[src/rtl/privgate_pkg.sv]
package privgate_pkg;
  localparam int unsigned LVL_W   = 2;
  localparam int unsigned NUM_LVL = 1 << LVL_W;

  typedef enum logic [LVL_W-1:0] {
    PL_OPEN = 2'd0,
    PL_LOW  = 2'd1,
    PL_MED  = 2'd2,
    PL_LOCK = 2'd3
  } priv_lvl_e;
endpackage

[src/rtl/privgate_level_reg.sv]
module privgate_level_reg
  import privgate_pkg::*;
(
  input  logic      clk_i,
  input  logic      rst_ni,
  input  logic      load_i,
  input  logic      window_i,
  input  priv_lvl_e lvl_i,
  output priv_lvl_e lvl_o
);
  // start locked
  always_ff @(posedge clk_i or negedge rst_ni) begin
    if (!rst_ni)                 lvl_o <= PL_LOCK;
    else if (load_i && window_i) lvl_o <= lvl_i;
  end
endmodule

[src/rtl/privgate_perm_table.sv]
module privgate_perm_table
  import privgate_pkg::*;
#(
  parameter int unsigned     IR_W       = 4,
  parameter logic [IR_W-1:0] OP_EXTEST  = 4'h0,
  parameter logic [IR_W-1:0] OP_SAMPLE  = 4'h1,
  parameter logic [IR_W-1:0] OP_FWLOAD  = 4'h3,
  parameter logic [IR_W-1:0] OP_CIRC    = 4'h4,
  parameter logic [IR_W-1:0] OP_BYPASS  = '1
) (
  input  logic [IR_W-1:0] op_i,
  input  priv_lvl_e       lvl_i,
  output logic            ok_o
);
  logic [NUM_LVL-1:0] ok_by_lvl;
  logic is_byp, is_ext, is_smp, is_fw, is_circ;

  assign is_byp  = (op_i == OP_BYPASS);
  assign is_ext  = (op_i == OP_EXTEST);
  assign is_smp  = (op_i == OP_SAMPLE);
  assign is_fw   = (op_i == OP_FWLOAD);
  assign is_circ = (op_i == OP_CIRC);

  for (genvar g = 0; g < NUM_LVL; g++) begin : g_lvl
    if (g == int'(PL_OPEN)) begin : g_open
      assign ok_by_lvl[g] = 1'b1;
    end else if (g == int'(PL_LOW)) begin : g_low
      assign ok_by_lvl[g] = is_byp | is_fw | is_circ;
    end else if (g == int'(PL_MED)) begin : g_med
      assign ok_by_lvl[g] = is_byp | is_ext | is_smp;
    end else begin : g_lock
      assign ok_by_lvl[g] = is_byp;
    end
  end

  assign ok_o = ok_by_lvl[lvl_i];
endmodule

[src/rtl/privgate_ir_hold.sv]
module privgate_ir_hold #(
  parameter int unsigned     IR_W      = 4,
  parameter logic [IR_W-1:0] OP_BYPASS = '1
) (
  input  logic            clk_i,
  input  logic            rst_ni,
  input  logic            tap_reset_i,
  input  logic            update_i,
  input  logic [IR_W-1:0] op_i,
  input  logic            op_ok_i,
  output logic [IR_W-1:0] ir_q_o,
  output logic            viol_o
);
  always_ff @(posedge clk_i or negedge rst_ni) begin
    if (!rst_ni) begin
      ir_q_o <= OP_BYPASS;
      viol_o <= 1'b0;
    end else if (tap_reset_i) begin
      ir_q_o <= OP_BYPASS;
    end else if (update_i) begin
      if (op_ok_i) begin
        ir_q_o <= op_i;
      end else begin
        ir_q_o <= OP_BYPASS;
        viol_o <= 1'b1;
      end
    end
  end
endmodule

[src/rtl/privgate_tdo_guard.sv]
module privgate_tdo_guard
  import privgate_pkg::*;
(
  input  priv_lvl_e lvl_i,
  input  logic      tdo_i,
  input  logic      tdo_en_i,
  output logic      tdo_o,
  output logic      tdo_en_o
);
  logic shut;
  assign shut     = (lvl_i == PL_LOCK);
  assign tdo_o    = shut ? 1'b0 : tdo_i;
  assign tdo_en_o = shut ? 1'b0 : tdo_en_i;
endmodule

[src/rtl/jtag_priv_gate.sv]
module jtag_priv_gate
  import privgate_pkg::*;
#(
  parameter int unsigned     IR_W      = 4,
  parameter logic [IR_W-1:0] OP_EXTEST = 4'h0,
  parameter logic [IR_W-1:0] OP_SAMPLE = 4'h1,
  parameter logic [IR_W-1:0] OP_FWLOAD = 4'h3,
  parameter logic [IR_W-1:0] OP_CIRC   = 4'h4,
  parameter logic [IR_W-1:0] OP_BYPASS = '1
) (
  input  logic            clk_i,
  input  logic            rst_ni,
  input  logic            tap_reset_i,
  input  logic            tap_idle_i,
  input  logic            update_ir_i,
  input  logic [IR_W-1:0] ir_shift_i,
  input  logic            lvl_load_i,
  input  logic [LVL_W-1:0] lvl_data_i,
  input  logic            tdo_core_i,
  input  logic            tdo_core_en_i,
  output logic [IR_W-1:0] ir_active_o,
  output logic [LVL_W-1:0] level_o,
  output logic            viol_o,
  output logic            tdo_o,
  output logic            tdo_en_o
);
  priv_lvl_e       lvl_q;
  logic            new_ok, held_ok;
  logic [IR_W-1:0] ir_q;

  privgate_level_reg u_level (
    .clk_i    (clk_i),
    .rst_ni   (rst_ni),
    .load_i   (lvl_load_i),
    .window_i (tap_reset_i | tap_idle_i),
    .lvl_i    (priv_lvl_e'(lvl_data_i)),
    .lvl_o    (lvl_q)
  );

  // incoming instruction vs. current level
  privgate_perm_table #(
    .IR_W(IR_W), .OP_EXTEST(OP_EXTEST), .OP_SAMPLE(OP_SAMPLE),
    .OP_FWLOAD(OP_FWLOAD), .OP_CIRC(OP_CIRC), .OP_BYPASS(OP_BYPASS)
  ) u_perm_new (
    .op_i  (ir_shift_i),
    .lvl_i (lvl_q),
    .ok_o  (new_ok)
  );

  privgate_ir_hold #(.IR_W(IR_W), .OP_BYPASS(OP_BYPASS)) u_hold (
    .clk_i       (clk_i),
    .rst_ni      (rst_ni),
    .tap_reset_i (tap_reset_i),
    .update_i    (update_ir_i),
    .op_i        (ir_shift_i),
    .op_ok_i     (new_ok),
    .ir_q_o      (ir_q),
    .viol_o      (viol_o)
  );

  // held instruction re-checked after a level change
  privgate_perm_table #(
    .IR_W(IR_W), .OP_EXTEST(OP_EXTEST), .OP_SAMPLE(OP_SAMPLE),
    .OP_FWLOAD(OP_FWLOAD), .OP_CIRC(OP_CIRC), .OP_BYPASS(OP_BYPASS)
  ) u_perm_held (
    .op_i  (ir_q),
    .lvl_i (lvl_q),
    .ok_o  (held_ok)
  );

  privgate_tdo_guard u_tdo (
    .lvl_i    (lvl_q),
    .tdo_i    (tdo_core_i),
    .tdo_en_i (tdo_core_en_i),
    .tdo_o    (tdo_o),
    .tdo_en_o (tdo_en_o)
  );

  assign ir_active_o = held_ok ? ir_q : OP_BYPASS;
  assign level_o     = lvl_q;
endmodule

[config.mk]
export PLATFORM = sky130hd
export DESIGN_NAME = jtag_priv_gate
export DESIGN_NICKNAME = d
export VERILOG_FILES = /design/src/rtl/privgate_pkg.sv /design/src/rtl/privgate_level_reg.sv /design/src/rtl/privgate_perm_table.sv /design/src/rtl/privgate_ir_hold.sv /design/src/rtl/privgate_tdo_guard.sv /design/src/rtl/jtag_priv_gate.sv
export SDC_FILE = /design/constraint.sdc
export NUM_CORES = 1
export LEC_CHECK = 0
export BUFFER_PORTS_ARGS = -buffer_cell sky130_fd_sc_hd__buf_2
export CAP_MARGIN = 20
export CELL_PAD_IN_SITES_DETAIL_PLACEMENT = 0
export CELL_PAD_IN_SITES_GLOBAL_PLACEMENT = 2
export CORE_MARGIN = 3
export CORE_UTILIZATION = 22
export CTS_BUF_LIST = sky130_fd_sc_hd__clkbuf_16
export DETAILED_ROUTE_END_ITERATION = 6
export PLACE_DENSITY = 0.8
export SETUP_SLACK_MARGIN = 0.02
export SLEW_MARGIN = 15
export SYNTH_ARGS = -nofsm -noshare
export SYNTH_HDL_FRONTEND = slang
export SYNTH_SLANG_ARGS = --single-unit
export TNS_END_PERCENT = 30
[constraint.sdc]
create_clock -name clk_i -period 1.53 [get_ports clk_i]
set_input_delay 0.3825 -clock clk_i [delete_from_list [all_inputs] [get_ports clk_i]]
set_output_delay 0.3825 -clock clk_i [all_outputs]
set_load 0.05 [all_outputs]
==> results by group <==
Setup path
  – Worst r2r path cells: 4
  – R2r startpoint: u_level.lvl_o[1]$_DFFE_PN1P_
  – CP Max Fanout: 4
  – WS Path Type: reg -> out
  – Startpoint class of the critical path: flip-flop
  – Crit path launch: u_hold.ir_q_o[1]$_DFFE_PN1P_
  – CP Data Required Time: roughly 1.2 ns
  – CP Data Arrival Time: roughly 1.6 ns
  – Worst setup EP type: output port

Global routing
  – Vias in the first global route: approximately 500
  – First-pass GRT wire length: about 2200 um
  – Largest net degree at the start of global routing: 11
  – Initial antenna violation count: 0
  – GRT Util Overall: 10.7%
  – Total gr overflow: 0

Logic synthesis
  – Ys Warns: 0
  – Seq cells post-synth: 7
  – Mapped Area: around 480 um2
  – Distinct cells, synth: 24
  – Post-Syn Nets: 65
  – Syn avg cell area: 9.45 um2
  – Post-synthesis sequential area ratio: 37.9%
  – Post-Syn Instances: 51

Route
  – Routed wire length: 1270 um
  – First drt pass iteration count: 4
  – Iteration-0 DRC Markers: 6
  – Via count: ~500
  – Vias per cell: 4.51
  – Detail Route Antenna Nets: 0
  – WL/cell: 11.4 um
  – DRC Markers: 0

Placement
  – GPL Wtd Cong: 0.776
  – Number of I/O port buffers: 22
  – Post-DP HPWL: between 1000 and 1500 um
  – Dpl cells: 106
  – Placed inst area: 714 um2
  – Dpl ws: -0.326 ns

STA
  – Minimum clock period: 2.02 ns
  – FMAX: around 500 MHz
  – Worst slew pin tran: 0.294 ns
  – Setup slack after layout: -0.489 ns
  – RSZ-0062 raised after global routing: true
  – Period utilization: 132%
  – Setup-failing EPs final: 4
  – Worst rel slew slack: 80.2%
  – Hold WS: 0.392 ns
  – Pins over their slew limit: 0
  – Final hold vios: 0
  – Clock Skews: 0.00202 ns

CTS
  – Post-CTS setup buffers: 0
  – Worst-skew pair later-pin latency: 0.23 ns
  – CTS root buf: clkbuf_16
  – TritonCTS Buffers: 3
  – Clock tree buffer depth: 2
  – CTS tree: done
  – Clock H-tree levels: 1
  – CTS Sinks: 7
  – Clk slew on worst S/H paths: about 0.04 ns

Pwr
  – Maximum vdd ir drop: 0.000544 V
  – Flop pwr share: 22.8%
  – Sw Share: 28.9%
  – Combinational power share: 31.9%
  – Cell leakage power: between 0.3 and 0.4 nW
  – Power density over cell area: 1090 nW/um2
  – Int Pwr: slightly below 0.7 mW
  – Clock Power Share: 45.3%
  – Sw power: roughly 0.28 mW

Layout
  – Area Overhead vs Synth: 83.1%
  – Area of the multi-input gates: 338 um2
  – FF+latch area: roughly 180 um2
  – Most common cell after layout, fill and taps aside: buf_2
  – Post-route insts no fill: 111
  – Post-layout util: around 44%
  – Fill cells: 197
  – Layout cells sized above 1: 64.3%
  – Highest-count cells in the layout ignoring fill and taps: buf_2, buf_6, buf_4, dfstp_2, nor3_1
  – Fin nets: between 90 and 100
  – Final non-filler cell area: 882 um2
  – # diodes: 0

Min path
  – Worst Hold Launch: lvl_data_i[0]
  – Hold/Removal Path Class: in -> reg
  – Worst Hold Depth: 2

Floorplan
  – # IOs: 23
  – FP Rows: 16
  – Die ar.: 2790 um2
  – Die H: 52.8 um
  – Initial Util: 23.8%
  – Horiz. Die Dim: ~53 um
  – Floorplan core area: around 2000 um2

Outcome
  – Failing checks: negative setup slack
  – Status: finished, violations left

Flow run
  – Max cap viols: 0
## power by group through the flow
stage | logic [mW] | registers, mW | clock network [mW]
6_report | 0.307 | 0.219 | 0.436
5_1_grt | 0.329 | 0.222 | 0.451
4_1_cts | 0.296 | 0.220 | 0.442
3_5_place_dp | 0.265 | 0.219 | 0
3_3_place_gp | 0.262 | 0.218 | 0
2_1_floorplan | 0.146 | 0.254 | 0
## path summary, 6_finish.rpt
path	slack [ns]	endpoint
worst min-delay path	0.39	u_level.lvl_o[0]$_DFFE_PN1P_
worst max register to register	0.17	u_hold.viol_o$_DFFE_PN0P_
min in group asynchronous	0.51	u_hold.viol_o$_DFFE_PN0P_
max in group asynchronous	0.79	u_level.lvl_o[1]$_DFFE_PN1P_
worst min register to register	0.46	u_hold.viol_o$_DFFE_PN0P_
worst max-delay path	-0.49	ir_active_o[0]
## through the flow
stage,total power [mW],TNS (ns)
finish,0.961,-1.72
global route,1.00,-1.96
CTS,0.957,-1.78
detailed placement,0.484,-1.12
global placement,0.480,-1.02
floorplan,0.400,-1.40
## worst max-delay path, cell delays in order (launching register included)
cell,delay [ns]
dfstp_2,0.54
nand2_2,0.06
o22a_1,0.22
o311ai_4,0.22
buf_6,0.17
nand2b_4,0.05
buf_8,0.14
## sequential cells by signal (all words and copies together) (netlist names)
register       flops
u_hold.viol_o      1
u_hold.ir_q_o      4
u_level.lvl_o      2
## cell usage after synthesis
library cell	count	share of area [%]
o21ai_0	2	2.1
buf_2	2	2.1
nor2_2	1	1.3
o32ai_1	1	1.8
nor4b_2	1	3.1
dfstp_2	6	33
o311ai_2	1	3.4
nor3_1	5	5.2
o31ai_1	1	1.6
o21a_1	2	3.1
or4_1	1	1.6
mux2_2	2	4.7
nand2b_1	6	7.8
nand2_1	2	1.6
nand4_1	2	2.6
dfrtp_1	1	5.2
o221ai_2	1	3.1
o22a_1	1	1.8
a31oi_1	4	5.2
nand3b_1	1	1.6
buf_1	1	0.78
nor2_1	4	3.1
a21boi_0	2	3.1
o21bai_1	1	1.6
## final cells by class
cell class	instances	share of cell area (%)
clock buffers	3	8.51
well taps	27	3.83
clock inverters	1	0.426
multi-input cells	41	38.3
flip-flops and latches	7	20.7
repair buffers	32	28.2
## timing repair
item / 4_1_cts / 5_1_grt
endpoints found under the setup margin: 8 / 7
hold endpoints to repair: 1 / 0
pin swaps: 0 / 2
gates resized for setup: 18 / 5
hold buffers: 1 / 0
## metal layers
layer / share of wire [%] / vias to the layer above / global-route usage (%)
li1: - / 264 / -
met1: 52 / 215 / 14.4
met2: 41 / 22 / 15.7
met3: 6.7 / 0 / 1.99
met4: 0 / 0 / 6.38
met5: 0 / - / 0
## cells by family after synthesis
logic type,Yosys count,share of synthesized area [%]
compound gates,16,26.8
flops,7,37.9
buf+inv,3,2.86
simple gates,23,27.8
mux,2,4.67
(Power assumes the default switching activity.)
